--- config.mk ---
export PLATFORM = sky130hd
export DESIGN_NAME = dbg_cmd_gate
export DESIGN_NICKNAME = d
export VERILOG_FILES = /design/src/rtl/dbg_gate_pkg.sv /design/src/rtl/dbg_en_sync.sv /design/src/rtl/dbg_ir_latch.sv /design/src/rtl/dbg_cmd_filter.sv /design/src/rtl/dbg_cmd_gate.sv
export SDC_FILE = /design/constraint.sdc
export NUM_CORES = 1
export LEC_CHECK = 0
export BUFFER_PORTS_ARGS = -buffer_cell sky130_fd_sc_hd__buf_2
export CORE_MARGIN = 1.5
export CORE_UTILIZATION = 41
export CTS_CLUSTER_DIAMETER = 150
export DETAILED_ROUTE_END_ITERATION = 8
export PLACE_DENSITY_LB_ADDON = 0.08
export SYNTH_ARGS = -nofsm -noshare
export SYNTH_HDL_FRONTEND = slang
export SYNTH_SLANG_ARGS = --single-unit
--- constraint.sdc ---
create_clock -name tck -period 3.2 [get_ports tck]
set_clock_uncertainty 0.2 [all_clocks]
set_input_delay 0.64 -clock tck [delete_from_list [all_inputs] [get_ports tck]]
set_output_delay 0.64 -clock tck [all_outputs]
set_load 0.05 [all_outputs]
--- src/rtl/dbg_gate_pkg.sv ---
package dbg_gate_pkg;
  localparam int unsigned CMD_W = 7;

  localparam logic [3:0] ST_TLR   = 4'hF;
  localparam logic [3:0] ST_RTI   = 4'hC;
  localparam logic [3:0] ST_UPDR  = 4'h5;
  localparam logic [3:0] ST_CAPIR = 4'hE;
  localparam logic [3:0] ST_UPIR  = 4'hD;

  localparam logic [CMD_W-1:0] CODE_BYPASS = '1;
  localparam logic [CMD_W-1:0] CODE_IDRD   = 7'h02;
  localparam logic [CMD_W-1:0] CODE_DBGEN  = 7'h06;
  localparam logic [CMD_W-1:0] CODE_CTRL   = 7'h12;

  function automatic logic en_change_ok(input logic [3:0] st);
    return (st == ST_TLR) || (st == ST_RTI) || (st == ST_UPDR);
  endfunction

  function automatic logic code_allowed(input logic [CMD_W-1:0] c);
    return (c == CODE_BYPASS) || (c == CODE_IDRD) || (c == CODE_DBGEN);
  endfunction
endpackage

--- src/rtl/dbg_en_sync.sv ---
module dbg_en_sync #(
  parameter int unsigned DEPTH = 2
) (
  input  logic tck,
  input  logic rst_n,
  input  logic tap_tlr,
  input  logic chg_legal,
  input  logic en_raw,
  output logic en_eff,
  output logic viol
);
  logic [DEPTH-1:0] stg_q, stg_d;
  logic             viol_q, viol_d;

  assign stg_d[0] = en_raw;

  generate
    for (genvar i = 1; i < DEPTH; i++) begin : g_stage
      assign stg_d[i] = tap_tlr ? 1'b0 : stg_q[i-1];
    end
  endgenerate

  always_comb begin
    viol_d = (en_raw ^ stg_q[0]) & ~chg_legal;
  end

  always_ff @(posedge tck or negedge rst_n) begin
    if (!rst_n) begin
      stg_q  <= '0;
      viol_q <= 1'b0;
    end else begin
      stg_q  <= stg_d;
      viol_q <= viol_d;
    end
  end

  assign en_eff = stg_q[DEPTH-1];
  assign viol   = viol_q;
endmodule

--- src/rtl/dbg_ir_latch.sv ---
module dbg_ir_latch
  import dbg_gate_pkg::*;
#(
  parameter int unsigned W = CMD_W
) (
  input  logic         tck,
  input  logic         rst_n,
  input  logic         tap_tlr,
  input  logic         upd_ir,
  input  logic [W-1:0] cmd_in,
  output logic [W-1:0] cmd_q
);
  logic [W-1:0] cmd_d;
  logic         cmd_ce;

  always_comb begin
    cmd_ce = tap_tlr | upd_ir;
    cmd_d  = tap_tlr ? {W{1'b1}} : cmd_in;
  end

  always_ff @(posedge tck or negedge rst_n) begin
    if (!rst_n) begin
      cmd_q <= {W{1'b1}};
    end else if (cmd_ce) begin
      cmd_q <= cmd_d;
    end
  end
endmodule

--- src/rtl/dbg_cmd_filter.sv ---
module dbg_cmd_filter
  import dbg_gate_pkg::*;
(
  input  logic             en_eff,
  input  logic [CMD_W-1:0] cmd_q,
  input  logic [3:0]       tap_state,
  input  logic             dbg_req_n,
  output logic [CMD_W-1:0] eff_cmd,
  output logic             status_vis,
  output logic             ctrl_en,
  output logic             dbg_halt,
  output logic             regsel
);
  always_comb begin
    if (en_eff || code_allowed(cmd_q)) eff_cmd = cmd_q;
    else                               eff_cmd = CODE_BYPASS;
    status_vis = en_eff & (tap_state == ST_CAPIR);
    ctrl_en    = en_eff & (tap_state == ST_UPDR) & (eff_cmd == CODE_CTRL);
    dbg_halt   = en_eff & ~dbg_req_n;
    regsel     = (cmd_q == CODE_DBGEN);
  end
endmodule

--- src/rtl/dbg_cmd_gate.sv ---
module dbg_cmd_gate
  import dbg_gate_pkg::*;
#(
  parameter int unsigned SYNC_DEPTH = 2
) (
  input  logic             tck,
  input  logic             rst_n,
  input  logic [3:0]       tap_state,
  input  logic [CMD_W-1:0] cmd_code,
  input  logic             en_raw,
  input  logic             dbg_req_n,
  output logic [CMD_W-1:0] eff_cmd,
  output logic             status_vis,
  output logic             ctrl_en,
  output logic             dbg_halt,
  output logic             regsel,
  output logic             proto_viol
);
  logic             tap_tlr;
  logic             upd_ir;
  logic             chg_legal;
  logic             en_eff;
  logic [CMD_W-1:0] cmd_q;

  assign tap_tlr   = (tap_state == ST_TLR);
  assign upd_ir    = (tap_state == ST_UPIR);
  assign chg_legal = en_change_ok(tap_state);

  dbg_en_sync #(.DEPTH(SYNC_DEPTH)) u_sync (
    .tck(tck), .rst_n(rst_n), .tap_tlr(tap_tlr), .chg_legal(chg_legal),
    .en_raw(en_raw), .en_eff(en_eff), .viol(proto_viol)
  );

  dbg_ir_latch #(.W(CMD_W)) u_ir (
    .tck(tck), .rst_n(rst_n), .tap_tlr(tap_tlr), .upd_ir(upd_ir),
    .cmd_in(cmd_code), .cmd_q(cmd_q)
  );

  dbg_cmd_filter u_filt (
    .en_eff(en_eff), .cmd_q(cmd_q), .tap_state(tap_state), .dbg_req_n(dbg_req_n),
    .eff_cmd(eff_cmd), .status_vis(status_vis), .ctrl_en(ctrl_en),
    .dbg_halt(dbg_halt), .regsel(regsel)
  );
endmodule

==> flow_summary.yaml, run 1 <==
cts:
  clkTransAtPathRegs_ns: 0.07
  clk_path_buf_depth: 2
  cts_setup_buffers: 0
  tritoncts: "yes"
  cts-hold-fix-buffers: 0
  clk-insertion-delay-late_ns: 0.26
  cts_resized: 0
  clockRootBuffer: "clkbuf_4"
  clkSinkCount: 10
  ctsHtreeMaxLevel: 1
  numCtsBuffers: 3
timing:
  hold_viol_final: 0
  maxSlewViolCount: 0
  period_minus_slack_ns: 2.41
  fmax_ghz: 0.416
  hold_ws_ns: 0.0216
  maxSlewHeadroom_pct: 78.4
  worst_pin_slew_ns: 0.322
  setup-violations-final: 0
  timing.setup.tns_ns: 0
  period_share_pct: 75.2
  rsz0062_at_grt: "false"
pwr:
  comb_power_share_pct: 26.9
  fin_total_pwr_mw: 0.389
  internal_power_mw: 0.257
  clkPwrFrac_pct: 28.8
  ir_drop_uv: 248
  switching_share_pct: 33.9
  p_leak_nw: 0.353
  switchingPower_mw: 0.132
  seq_power_share_pct: 44.4
  pwr_density_cell_nw_per_um2: 498
yosys:
  syn_area_per_cell_um2: 9.38
  synth_cells: 68
  netlist_area_um2: 638
  seq_area_frac_synth_pct: 40.6
  yosysTopAreaCellShare_pct: 28.8
  synth_common_cells: "a21oi_1, nor2_1, nor2b_1"
  synth_area_leaders: "dfstp_2, dfrtp_1, a21oi_1"
  synth_top_cell_by_area: "dfstp_2"
  syn_nets: 83
  post-synth-top-count-cell: "a21oi_1"
  ys_warn_count: 0
  synthArstFlopShare_pct: 100
  synth-seq-cells: 10
  yosys.cell_types.count: 26
  synth_enable_flop_cells: 0
  synthFlopType: "dfstp_2"
die:
  die_x_um: 42.5
  io_pins: 27
  core_um2: 1490
  core.rowCount: 14
  die_area_um2: 1800
  die_y_um: 42.5
  start_util_pct: 42.9
setup_path:
  r2r_end: "u_ir.cmd_q[5]"
  criticalPathCategory: "flop to output pin"
  r2r_cells: 2
  crit_fanout: 6
  cp-end-kind: "output pin"
  reg2reg_from: "u_ir.cmd_q[5]"
  cp-start-kind: "flop"
  cp.arrival_ns: 1.57
  rrSetupSlack_ns: 2.17
  crit_required_ns: 2.36
global_routing:
  busiest_layer: "met2"
  grt_usage_pct: 16.4
  met2_usage_pct: 25.2
  grt_overflow: 0
  grt_pass1_vias: 504
  grt_start_max_net_pins: 13
  use_met1_pct: 23.1
  grt_pass1_wl_mm: 2.26
  antenna_found_initial: 0
  grt_util_met3_pct: 1.72
final_layout:
  drive_above_1_share_pct: 43.0
  antenna_cells: 0
  nets: 109
  nFillCells: 160
  syn_to_final_growth_pct: 22.5
drt:
  first_pass_iters: 4
  drtIter0Drc: 9
  detail_route.wirelength_mm: 1.28
  drcViolationCount: 0
  avgViaCountPerCell: 5.36
  ant_nets: 0
  wl_per_cell_um: 11.8
  vias: 584
min_path:
  min_path_type: "primary input to asynchronous set/reset pin"
place:
  place_hpwl_um: 984
  globalplace.congestion: 0.727
  portBuffers: 26
job:
  maxCapViolations: 0
outcome:
  status: "complete, no violations"
## registers in the layout, summed over array words and instances (netlist names)
register	cells
u_ir.cmd_q	7
u_sync.stg_q	2
u_sync.viol	1
## cell usage in the layout (no fill, tap or decap), types with 2 or more instances in the layout
cell type and count:
dfrtp_1 3, dfstp_2 7, nor2b_1 8, and3_1 2
a21oi_1 11, clkbuf_4 3, nor2_1 8, a31oi_1 6
nand2_1 3, buf_2 26
## cells by family (layout without fill, tap and decap cells)
group,after synthesis,count (layout),synth area share [%]
AOI/OAI and AO/OA,20,20,18.6
xor gates and xnor gates,1,1,1.37
buffers and inverters,6,31,7.25
DFF,10,10,40.6
muxes,1,1,1.57
and+or+nand+nor,30,30,30.6
## cell type report
| class | count | area, µm² | area share, % |
|---|---|---|---|
| Inverter | 1 | 3.75 | 0.480 |
| Clock buffer | 4 | 36.3 | 4.64 |
| Sequential cell | 10 | 259 | 33.1 |
| Tap cell | 16 | 20.0 | 2.56 |
| Multi-Input combinational cell | 52 | 333 | 42.6 |
| Timing Repair Buffer | 26 | 130 | 16.6 |
## critical path: stages, from the launching register on
cell	delay, ns
dfstp_2	0.55
nor3b_2	0.31
and3_1	0.19
buf_2	0.25
## power by group through the flow
stage | combinational [mW] | sequential (mW) | clock (mW)
5_1_grt | 0.115 | 0.177 | 0.122
4_1_cts | 0.105 | 0.173 | 0.115
6_report | 0.105 | 0.173 | 0.112
3_3_place_gp | 0.105 | 0.175 | 0
3_5_place_dp | 0.105 | 0.175 | 0
2_1_floorplan | 0.0776 | 0.175 | 0
## per-layer routing
| metal | share of wire, % | wire length, µm |
|---|---|---|
| met3 | 7.5 | 96 |
| met2 | 45 | 577 |
| met1 | 48 | 611 |
| met4 | 0 | 0 |
| met5 | 0 | 0 |
## how the worst max path moves through the flow
stage / start / end / slack, ns / cells past startpoint
global route: u_ir.cmd_q[1] / regsel / 0.63 / 3
finish: u_ir.cmd_q[1] / regsel / 0.79 / 3
CTS: u_ir.cmd_q[1] / regsel / 0.77 / 3
global placement: tap_state[2] / ctrl_en / 0.90 / 4
floorplan: tap_state[3] / status_vis / 0.46 / 3
detailed placement: tap_state[2] / ctrl_en / 0.91 / 4
## metrics by stage
stage	utilization [%]	std cells	area (µm²)	worst slack [ns]
after CTS	52.5	109	782	0.775
after global placement	50.1	105	746	0.900
final	52.5	109	782	0.794
after global routing	52.5	109	782	0.633
after detailed placement	50.1	105	746	0.906
after floorplan	-	68	638	0.458
Power figures use the tool's default switching activity.
==> run 2, diff against run 1 <==
==> constraint.sdc (replaced) <==
create_clock -name tck -period 2.03 [get_ports tck]
set_clock_uncertainty 0.2 [all_clocks]
set_input_delay 0.406 -clock tck [delete_from_list [all_inputs] [get_ports tck]]
set_output_delay 0.406 -clock tck [all_outputs]
set_load 0.05 [all_outputs]
==> run 2 against run 1 <==
Compared with the run above: the flow now finishes with violations (negative setup slack); sequential share of layout area fell by 4.7 points; power rose by 68%; worst hold slack improved by 0.046 ns; setup slack got worse by 0.80 ns; clock power rose by 61%; largest cell class unchanged; largest power group unchanged; highest routed layer is now met4.
==> flow_summary.yaml, run 2 (synthesized netlist as in run 1, its figures left out) <==
outcome:
  status: "complete, but fails checks"
  violations: "negative setup slack"
pwr:
  fin_total_pwr_mw: 0.656
  ir_drop_uv: 459
  p_leak_nw: 0.412
  pwr_density_cell_nw_per_um2: 719
die:
  die_area_um2: 1800
  core_um2: 1490
  die_x_um: 42.5
  io_pins: 27
  start_util_pct: 42.9
  die_y_um: 42.5
  core.rowCount: 14
setup_path:
  crit_buf_inv: 1
  crit_required_ns: 1.42
  worst_path_largest_cell_delay_ns: 0.59
  criticalPathCategory: "flop to output pin"
  cp.arrival_ns: 1.43
  cp-end-kind: "output pin"
  crit_fanout: 5
  cp-start-kind: "flop"
  critPathSlowestCell: "dfstp_2"
  crit_chain: "and4b_1 > and4_1 > buf_6"
  rrSetupSlack_ns: 0.98
  path_delay_family: "flip-flops"
drt:
  first_pass_iters: 4
  wl_met2_um: 776
  met3_length_um: 52
  drtIter0Drc: 5
  met1_length_um: 663
  wl_per_cell_um: 13.4
  detail_route.wirelength_mm: 1.53
  drcViolationCount: 0
  vias: 619
  avgViaCountPerCell: 5.43
  ant_nets: 0
  top_layer: "met4"
global_routing:
  grt_pass1_wl_mm: 2.26
  grt_start_max_net_pins: 13
  grt_overflow: 0
  grt_pass1_vias: 518
  grt_usage_pct: 17.4
  antenna_found_initial: 0
final_layout:
  regMostFlops: "u_ir.cmd_q"
  nets: 114
  finalInstanceArea_um2: 912
  antenna_cells: 0
  drive_above_1_share_pct: 53.1
  largest_register_ffs: 7
  final_common_cell: "buf_2"
  most-common-layout-cells: "buf_2, nor2_1, buf_6"
  utilization_pct: 61.3
  syn_to_final_growth_pct: 42.9
timing:
  hold_ws_ns: 0.0681
  setup-violations-final: 1
  maxSlewHeadroom_pct: 81.3
  fmax_ghz: 0.491
  period_share_pct: 100
  period_minus_slack_ns: 2.04
  fin_ws_ns: -0.00544
  hold_viol_final: 0
  maxSlewViolCount: 0
  worst_pin_slew_ns: 0.280
  rsz0062_at_grt: "true"
place:
  globalplace.congestion: 0.737
  place_hpwl_mm: 1.04
  portBuffers: 26
  placed_area_um2: 773
min_path:
  min_path_type: "primary input to flop"
job:
  maxCapViolations: 0
cts:
  numCtsBuffers: 3
  clk-insertion-delay-late_ns: 0.26
  clkSinkCount: 10
  tritoncts: "yes"
  clkTransAtPathRegs_ns: 0.07
  clockRootBuffer: "clkbuf_4"
  ctsHtreeMaxLevel: 1
  clk_path_buf_depth: 2
run 2: final timing paths:
| check | from | endpoint | depth (start not counted) |
|---|---|---|---|
| worst max-delay path | u_ir.cmd_q[4] | ctrl_en | 3 |
| worst min-delay path | en_raw | u_sync.stg_q[0] | 1 |
| worst max register to register | u_ir.cmd_q[3] | u_ir.cmd_q[3] | 2 |
| worst min register to register | u_sync.stg_q[0] | u_sync.stg_q[1] | 1 |
| max in group asynchronous | rst_n | u_ir.cmd_q[1] | 2 |
| min in group asynchronous | rst_n | u_sync.viol | 2 |
run 2: what timing repair did:
| item | CTS | global route |
|---|---|---|
| hold buffers | 1 | 0 |
| endpoints found under the setup margin | 7 | 8 |
| buffers inserted | 0 | 2 |
| endpoints found under the hold margin | 3 | 0 |
| resized for setup | 8 | 16 |
| pin swaps | 0 | 6 |
run 2: report_power, final:
part           total (mW)  internal, mW  switching [mW]
combinational       0.200        0.0787           0.121
sequential          0.276         0.242          0.0343
clock               0.180         0.109          0.0710
total               0.656         0.429           0.226
run 2: worst register-to-register path, stage by stage (launching register included):
cell and delay [ns]:
dfstp_2 0.60, a31oi_1 0.06, a21oi_1 0.13
run 2: metrics by stage:
step | cells | worst slack (ns) | TNS [ns]
floorplan | 68 | 0.0191 | 0
global placement | 107 | 0.197 | 0
detailed placement | 107 | 0.183 | 0
CTS | 112 | -0.0102 | -0.0254
global route | 114 | -0.0509 | -0.239
finish | 114 | -0.00544 | -0.00544
run 2: per-layer routing:
| layer | track usage [%] | vias to the layer above |
|---|---|---|
| li1 | - | 304 |
| met1 | 20.7 | 291 |
| met2 | 28.0 | 20 |
| met3 | 2.59 | 4 |
| met4 | 13.1 | 0 |
| met5 | 0 | - |
run 2: layout make-up:
type,instances,area [µm²]
multi-input combinational,52,373
fill,129,577
tap,16,20.0
clock buffer,4,36.3
inverter,1,3.75
sequential,10,259
timing repair buffer,31,220
